**src/rtl/fuse_pla_pkg.sv**
```systemverilog
// Package: shared sizing helpers for the fuse-programmable array.
// Assumes: all counts are positive; fuse layout is term-major as in BRIEF R1.
package fuse_pla_pkg;

    // Width of one term's fuse row: two per input plus one per output.
    function automatic int row_width(input int n_in, input int n_out);
        return 2 * n_in + n_out;
    endfunction

    // Total number of fuses in a full map, polarity fuses included.
    function automatic int fuse_total(input int n_in, input int n_term, input int n_out);
        return n_term * row_width(n_in, n_out) + n_out;
    endfunction

endpackage

```
**src/rtl/fuse_pla_loader.sv**
```systemverilog
// Module: serial fuse loader. It shifts fuses into a flat store and counts them.
// Assumes: exactly TOTAL fuses are shifted per load, so fuse k ends at store bit k.
module fuse_pla_loader #(
    parameter int TOTAL = 1928
) (
    input  logic             clk,
    input  logic             rst_n,
    input  logic             restart,
    input  logic             fuse_valid,
    input  logic             fuse_bit,
    output logic             load_done,
    output logic [TOTAL-1:0] store_q
);
    localparam int CW = $clog2(TOTAL + 1);
    localparam logic [CW-1:0] FULL = CW'(TOTAL);

    logic [CW-1:0] cnt_q;
    logic          take;

    // Accept a fuse only while the map is incomplete.
    always_comb take = fuse_valid && (cnt_q != FULL);

    // Count accepted fuses; reset and restart clear the count.
    always_ff @(posedge clk) begin
        if (!rst_n || restart)
            cnt_q <= '0;
        else if (take)
            cnt_q <= cnt_q + 1'b1;
    end

    // Shift each accepted fuse in from the top; the earliest fuse settles at bit 0.
    always_ff @(posedge clk) begin
        if (!rst_n || restart)
            store_q <= '0;
        else if (take)
            store_q <= {fuse_bit, store_q[TOTAL-1:1]};
    end

    // Done flag decoded from the count.
    always_comb load_done = (cnt_q == FULL);

    a_r2_count_bounded: assert property (@(posedge clk) disable iff (!rst_n)
        cnt_q <= FULL);
    a_r1_one_per_clock: assert property (@(posedge clk) disable iff (!rst_n)
        (!restart && fuse_valid && !load_done) |=> (cnt_q == $past(cnt_q) + 1'b1));
    a_r1_idle_holds: assert property (@(posedge clk) disable iff (!rst_n)
        (!restart && !fuse_valid) |=> $stable(cnt_q));
    a_r10_frozen_when_done: assert property (@(posedge clk) disable iff (!rst_n)
        (load_done && !restart) |=> $stable(store_q));
    a_r10_restart_clears: assert property (@(posedge clk) disable iff (!rst_n)
        restart |=> (cnt_q == '0 && !load_done));
endmodule

```
**src/rtl/fuse_pla_and_plane.sv**
```systemverilog
// Module: AND plane. It evaluates every product term against the input vector.
// Assumes: the fuse row layout from the package; masked-off inputs never veto a term.
module fuse_pla_and_plane #(
    parameter int              INPUTS  = 16,
    parameter int              TERMS   = 48,
    parameter int              OUTPUTS = 8,
    parameter logic [INPUTS-1:0] IN_MASK = {INPUTS{1'b1}},
    parameter int              TOTAL   = fuse_pla_pkg::fuse_total(INPUTS, TERMS, OUTPUTS)
) (
    input  logic [TOTAL-1:0]  fuses,
    input  logic [INPUTS-1:0] in_vec,
    output logic [TERMS-1:0]  term_hit
);
    localparam int ROW = fuse_pla_pkg::row_width(INPUTS, OUTPUTS);

    for (genvar t = 0; t < TERMS; t++) begin : g_term
        logic [INPUTS-1:0] comp_f;
        logic [INPUTS-1:0] true_f;
        logic [INPUTS-1:0] lit_ok;

        for (genvar i = 0; i < INPUTS; i++) begin : g_in
            // Pick this input's complement fuse and true fuse from the term row.
            assign comp_f[i] = fuses[t*ROW + 2*i];
            assign true_f[i] = fuses[t*ROW + 2*i + 1];
        end

        // A literal passes when both sides allow it, or when its input is masked off.
        always_comb lit_ok = ((true_f | in_vec) & (comp_f | ~in_vec)) | ~IN_MASK;
        // The term is active when every literal passes.
        always_comb term_hit[t] = &lit_ok;
    end
endmodule

```
**src/rtl/fuse_pla_or_plane.sv**
```systemverilog
// Module: OR plane and polarity stage. It gathers active terms onto outputs.
// Assumes: an OR fuse of 0 connects; outputs stay zero until the map is complete.
module fuse_pla_or_plane #(
    parameter int INPUTS  = 16,
    parameter int TERMS   = 48,
    parameter int OUTPUTS = 8,
    parameter int TOTAL   = fuse_pla_pkg::fuse_total(INPUTS, TERMS, OUTPUTS)
) (
    input  logic [TOTAL-1:0]   fuses,
    input  logic [TERMS-1:0]   term_hit,
    input  logic               load_done,
    output logic [OUTPUTS-1:0] out_vec
);
    localparam int ROW    = fuse_pla_pkg::row_width(INPUTS, OUTPUTS);
    localparam int XOR_AT = TERMS * ROW;

    logic [OUTPUTS-1:0] raw;
    logic [OUTPUTS-1:0] pol;

    for (genvar o = 0; o < OUTPUTS; o++) begin : g_out
        logic [TERMS-1:0] link;
        for (genvar t = 0; t < TERMS; t++) begin : g_link
            // An OR fuse at zero links term t to output o.
            assign link[t] = ~fuses[t*ROW + 2*INPUTS + o];
        end
        // Raw sum: any linked active term raises the output.
        always_comb raw[o] = |(link & term_hit);
        // Polarity fuse for this output.
        assign pol[o] = fuses[XOR_AT + o];
    end

    // Apply polarity, and hold the outputs at zero until the load finishes.
    always_comb out_vec = load_done ? (raw ^ pol) : '0;
endmodule

```
**src/rtl/fuse_pla.sv**
```systemverilog
// Module: top of the fuse-programmable sum-of-products array.
// Assumes: the fuse map is loaded serially after reset; in_vec is used only once loaded.
module fuse_pla #(
    parameter int                INPUTS  = 16,
    parameter int                TERMS   = 48,
    parameter int                OUTPUTS = 8,
    parameter logic [INPUTS-1:0] IN_MASK = {INPUTS{1'b1}}
) (
    input  logic               clk,
    input  logic               rst_n,
    input  logic               restart,
    input  logic               fuse_valid,
    input  logic               fuse_bit,
    output logic               load_done,
    input  logic [INPUTS-1:0]  in_vec,
    output logic [OUTPUTS-1:0] out_vec
);
    localparam int TOTAL = fuse_pla_pkg::fuse_total(INPUTS, TERMS, OUTPUTS);

    logic [TOTAL-1:0] fuses;
    logic [TERMS-1:0] term_hit;

    fuse_pla_loader #(.TOTAL(TOTAL)) u_loader (
        .clk        (clk),
        .rst_n      (rst_n),
        .restart    (restart),
        .fuse_valid (fuse_valid),
        .fuse_bit   (fuse_bit),
        .load_done  (load_done),
        .store_q    (fuses)
    );

    fuse_pla_and_plane #(
        .INPUTS(INPUTS), .TERMS(TERMS), .OUTPUTS(OUTPUTS),
        .IN_MASK(IN_MASK), .TOTAL(TOTAL)
    ) u_and (
        .fuses    (fuses),
        .in_vec   (in_vec),
        .term_hit (term_hit)
    );

    fuse_pla_or_plane #(
        .INPUTS(INPUTS), .TERMS(TERMS), .OUTPUTS(OUTPUTS), .TOTAL(TOTAL)
    ) u_or (
        .fuses     (fuses),
        .term_hit  (term_hit),
        .load_done (load_done),
        .out_vec   (out_vec)
    );

    a_r3_quiet_until_loaded: assert property (@(posedge clk) disable iff (!rst_n)
        !load_done |-> (out_vec == '0));
endmodule

```
**config.mk**
```make
export PLATFORM = sky130hd
export DESIGN_NAME = fuse_pla
export DESIGN_NICKNAME = d
export VERILOG_FILES = /design/src/rtl/fuse_pla_pkg.sv /design/src/rtl/fuse_pla_loader.sv /design/src/rtl/fuse_pla_and_plane.sv /design/src/rtl/fuse_pla_or_plane.sv /design/src/rtl/fuse_pla.sv
export SDC_FILE = /design/constraint.sdc
export NUM_CORES = 2
export LEC_CHECK = 0
export ABC_AREA = 1
export ABC_CLOCK_PERIOD_IN_PS = 4300
export BUFFER_PORTS_ARGS = -buffer_cell sky130_fd_sc_hd__buf_2
export CAP_MARGIN = 20
export CORE_MARGIN = 2
export CORE_UTILIZATION = 29
export DETAILED_ROUTE_END_ITERATION = 12
export HOLD_SLACK_MARGIN = 0.05
export PLACE_DENSITY_LB_ADDON = 0.2
export SLEW_MARGIN = 20
export SYNTH_ARGS = -nofsm -noshare
export SYNTH_HDL_FRONTEND = slang
export SYNTH_SLANG_ARGS = --single-unit
```
**constraint.sdc**
```tcl
create_clock -name clk -period 4.3 [get_ports clk]
set_input_delay 0.215 -clock clk [delete_from_list [all_inputs] [get_ports clk]]
set_output_delay 0.215 -clock clk [all_outputs]
set_load 0.03 [all_outputs]
```
==> flow_summary_export.csv <==
group,metric,value,unit
status,status,"finished, final reports clean",
logic_synthesis,yosysSeqAreaShare,47.8,%
sta,setup_viol,0,
drt,drt-met1-wl,137000,um
drt,met2_length,126000,um
sta,min_period,4.04,ns
setup_path,crit_type,"flip-flop to output pin",
global_route,grt_pass1_vias,67000,
logic_synthesis,syn-num-nets,11500,
setup_path,crit_arrival,3.82,ns
setup_path,rrSetupSlack,0.95,ns
setup_path,crit_family,"simple AND/OR/NAND/NOR gates",
die,die_x,533,um
sta,tightest_slew,1.01,ns
worst_hold_path,min_path_type,"input pin to flip-flop",
drt,drcViolationCount,0,
drt,drtIter0Drc,6028,
die,die_h,533,um
logic_synthesis,syn-instance-count,11500,
sta,slew_headroom,32.8,%
placed_design,place_congestion,0.947,
setup_path,crit_path_frequent_cell,"nand2_1",
logic_synthesis,synth-seq-cells,1939,
finish,drive_gt1_share,6.44,%
clocking,cts_tree,"done",
logic_synthesis,synth_cell_type_count,25,
drt,first_pass_iters,7,
sta,max_clock_freq,248,MHz
global_route,grt.total_usage,19.2,%
sta,hold_slack,0.114,ns
finish,area_growth_syn_to_layout,14.4,%
sta,fin_setup_tns,0,ns
global_route,grt.overflow.total,0,
sta,rsz0062_at_grt,"false",
clocking,clock_latency,0.87,ns
setup_path,cp_slowest_cell,"nand2_1",
setup_path,crit_path_cell_trace,"inv_1, nand2_1, o21ai_0, nor2_1, nand2_1, nor2_2, buf_4, nand3b_1, nand2_1, nor2_1, nand2_1, nor2_1, nand4_1, nand2_1, nor2_2, buf_4, buf_2",
finish,fin_nets,11200,
clocking,root_buffer,"clkbuf_16",
die,start_util,29.1,%
placed_design,io_buffers,29,
drt,dr_wl_met3,13400,um
drt,wl,283000,um
global_route,antenna_found_initial,13,
clocking,clkTransAtPathRegs,0.06,ns
sta,timing_hold_violations_final,0,
placed_design,dpl.hpwl,186000,um
die,core_area,0.279,mm^2
setup_path,crit_path_start_kind,"flip-flop",
sta,fin_worst_skew,0.0251,ns
drt,postRouteAntennaNets,0,
drt,top_layer_used,"met5",
setup_path,critical_path_buf_inv_count,4,
power,power,40800,uW
global_route,grt_max_degree,203,
logic_synthesis,yosysWarnings,0,
sta,finalMaxSlewViolations,0,
logic_synthesis,async_reset_ff_share,0,%
global_route,grt_pass1_wl,424000,um
logic_synthesis,synth_edf_count,0,
power,leakagePower,0.0365,uW
logic_synthesis,syn_area_per_cell,7.07,um^2
power,p_per_area,440,mW/mm^2
clocking,htree_levels,4,
setup_path,crit_fanout,5,
clocking,numCtsBuffers,213,
setup_path,max_stage_delay,0.33,ns
drt,wl_per_cell,18.8,um
setup_path,crit_required,4.09,ns
drt,vias,73200,
logic_synthesis,syn_area,0.0811,mm^2
drt,via_per_inst,4.85,
die,pin_count,30,
die,die_area,0.284,mm^2
setup_path,cp-end-kind,"output pin",
flow_run,cap_viol_max_count,0,
logic_synthesis,synth_ff_type,"dfxtp_1",
clocking,clock_path_buffers,3,
sta,fin_crit_sh,93.9,%
clocking,cts_resized,0,
power,ir_worst_vdd,0.369,mV
clocking,cts_sinks,1939,
die,fp-row-count,194,
-- flip-flops by register name (all words and copies together) (netlist names) --
signal,count
u_loader.cnt_q,11
u_loader.store_q,1928
-- cell usage after synthesis, types with 2 or more instances --
library cell	count	share of area (%)
nand2_2	2	0.015
nand4_1	65	0.50
inv_1	928	4.3
buf_4	41	0.38
clkbuf_1	533	2.5
ha_1	2	0.031
a21oi_1	1299	8.0
o21ai_1	68	0.42
nor3_1	6	0.037
nand3b_1	206	1.9
nand2_1	2007	9.3
dfxtp_1	1939	48
buf_2	215	1.3
buf_6	14	0.19
nor2_1	1605	7.4
nor2_2	90	0.69
o21ai_0	2279	14
nand3_1	164	1.0
inv_2	11	0.051
clkbuf_2	2	0.012
-- repair_timing --
| item | 4_1_cts | 5_1_grt |
|---|---|---|
| buffers inserted | 0 | 0 |
| hold buffers | 3 | 0 |
| endpoints found under the hold margin | 99 | 0 |
-- routing by layer --
layer / vias to the layer above / track usage [%]
li1: 36700 / -
met1: 34500 / 27.5
met2: 1653 / 30.4
met3: 355 / 2.49
met4: 2 / 5.03
met5: - / 0
-- layout make-up --
class	instances	area (um^2)
Fill cell	29700	186000
Sequential cell	1939	38800
Multi-Input combinational cell	7796	35300
Clock buffer	335	6520
Tap cell	3724	4660
Inverter	940	3540
Timing Repair Buffer	290	3300
Clock inverter	53	666
Antenna cell	8	20.0
-- report_power, final --
group / total (uW) / leakage (uW) / internal (uW) / switching [uW]
Combinational: 3070 / 0.0172 / 870 / 2200
Sequential: 18900 / 0.0158 / 18600 / 359
Clock: 18800 / 0.00354 / 10900 / 7910
Total: 40800 / 0.0365 / 30400 / 10500
-- per-stage QoR --
stage / setup WS, ns / instance area (um^2) / utilization (%) / cells
after CTS: 0.117 / 92800 / 33.3 / 15100
after detailed placement: 0.431 / 85500 / 30.7 / 14700
after floorplan: 2.16 / 81100 / - / 11500
final: 0.264 / 92800 / 33.3 / 15100
after global placement: 0.230 / 85500 / 30.7 / 14700
after global routing: 0.0678 / 92800 / 33.3 / 15100
-- cells in the final DEF (no fill, tap or decap), types with 3 or more instances in the layout --
cell,netlist,routed
o21ai_1,68,68
nor2_1,1605,1604
nand3_1,164,164
clkinvlp_4,0,5
clkbuf_1,533,52
clkbuf_16,0,216
o21ai_0,2279,2279
nor2_2,90,90
dlygate4sd3_1,0,3
nor3_1,6,6
nand3b_1,206,206
buf_4,41,182
clkinv_2,0,29
bufinv_16,0,9
inv_6,0,6
a21oi_1,1299,1299
inv_1,928,925
dfxtp_1,1939,1939
clkbuf_8,0,67
inv_16,0,5
buf_2,215,13
diode_2,0,8
nand2_1,2007,2006
buf_12,0,92
nand4_1,65,65
inv_2,11,6
-- worst min-delay path, delay by kind of cell --
kind / cells / cell delay, ns
buffers and inverters: 3 / 0.38
and+or+nand+nor: 1 / 0.09
AOI/OAI and AO/OA: 2 / 0.21
-- path summary, 6_finish.rpt --
path | depth (start not counted) | start | to
setup / recovery | 17 | u_loader.store_q[950] | out_vec[0]
hold / removal | 6 | rst_n | u_loader.store_q[39]
setup reg to reg | 11 | u_loader.cnt_q[0] | u_loader.store_q[1022]
hold reg to reg | 1 | u_loader.cnt_q[10] | u_loader.cnt_q[10]
-- cells by family (layout without fill, tap and decap cells) --
logic type,Yosys count,after routing,synth area share [%]
adder cells (fa/ha/maj),2,2,0.0308
AND/OR/NAND/NOR,4148,4148,20.9
other,0,8,0
AO/OA/AOI/OAI,3646,3646,22.5
buffers and inverters,1746,1618,8.73
flip-flops,1939,1939,47.8
No activity file was read; power rests on OpenSTA's default activity.
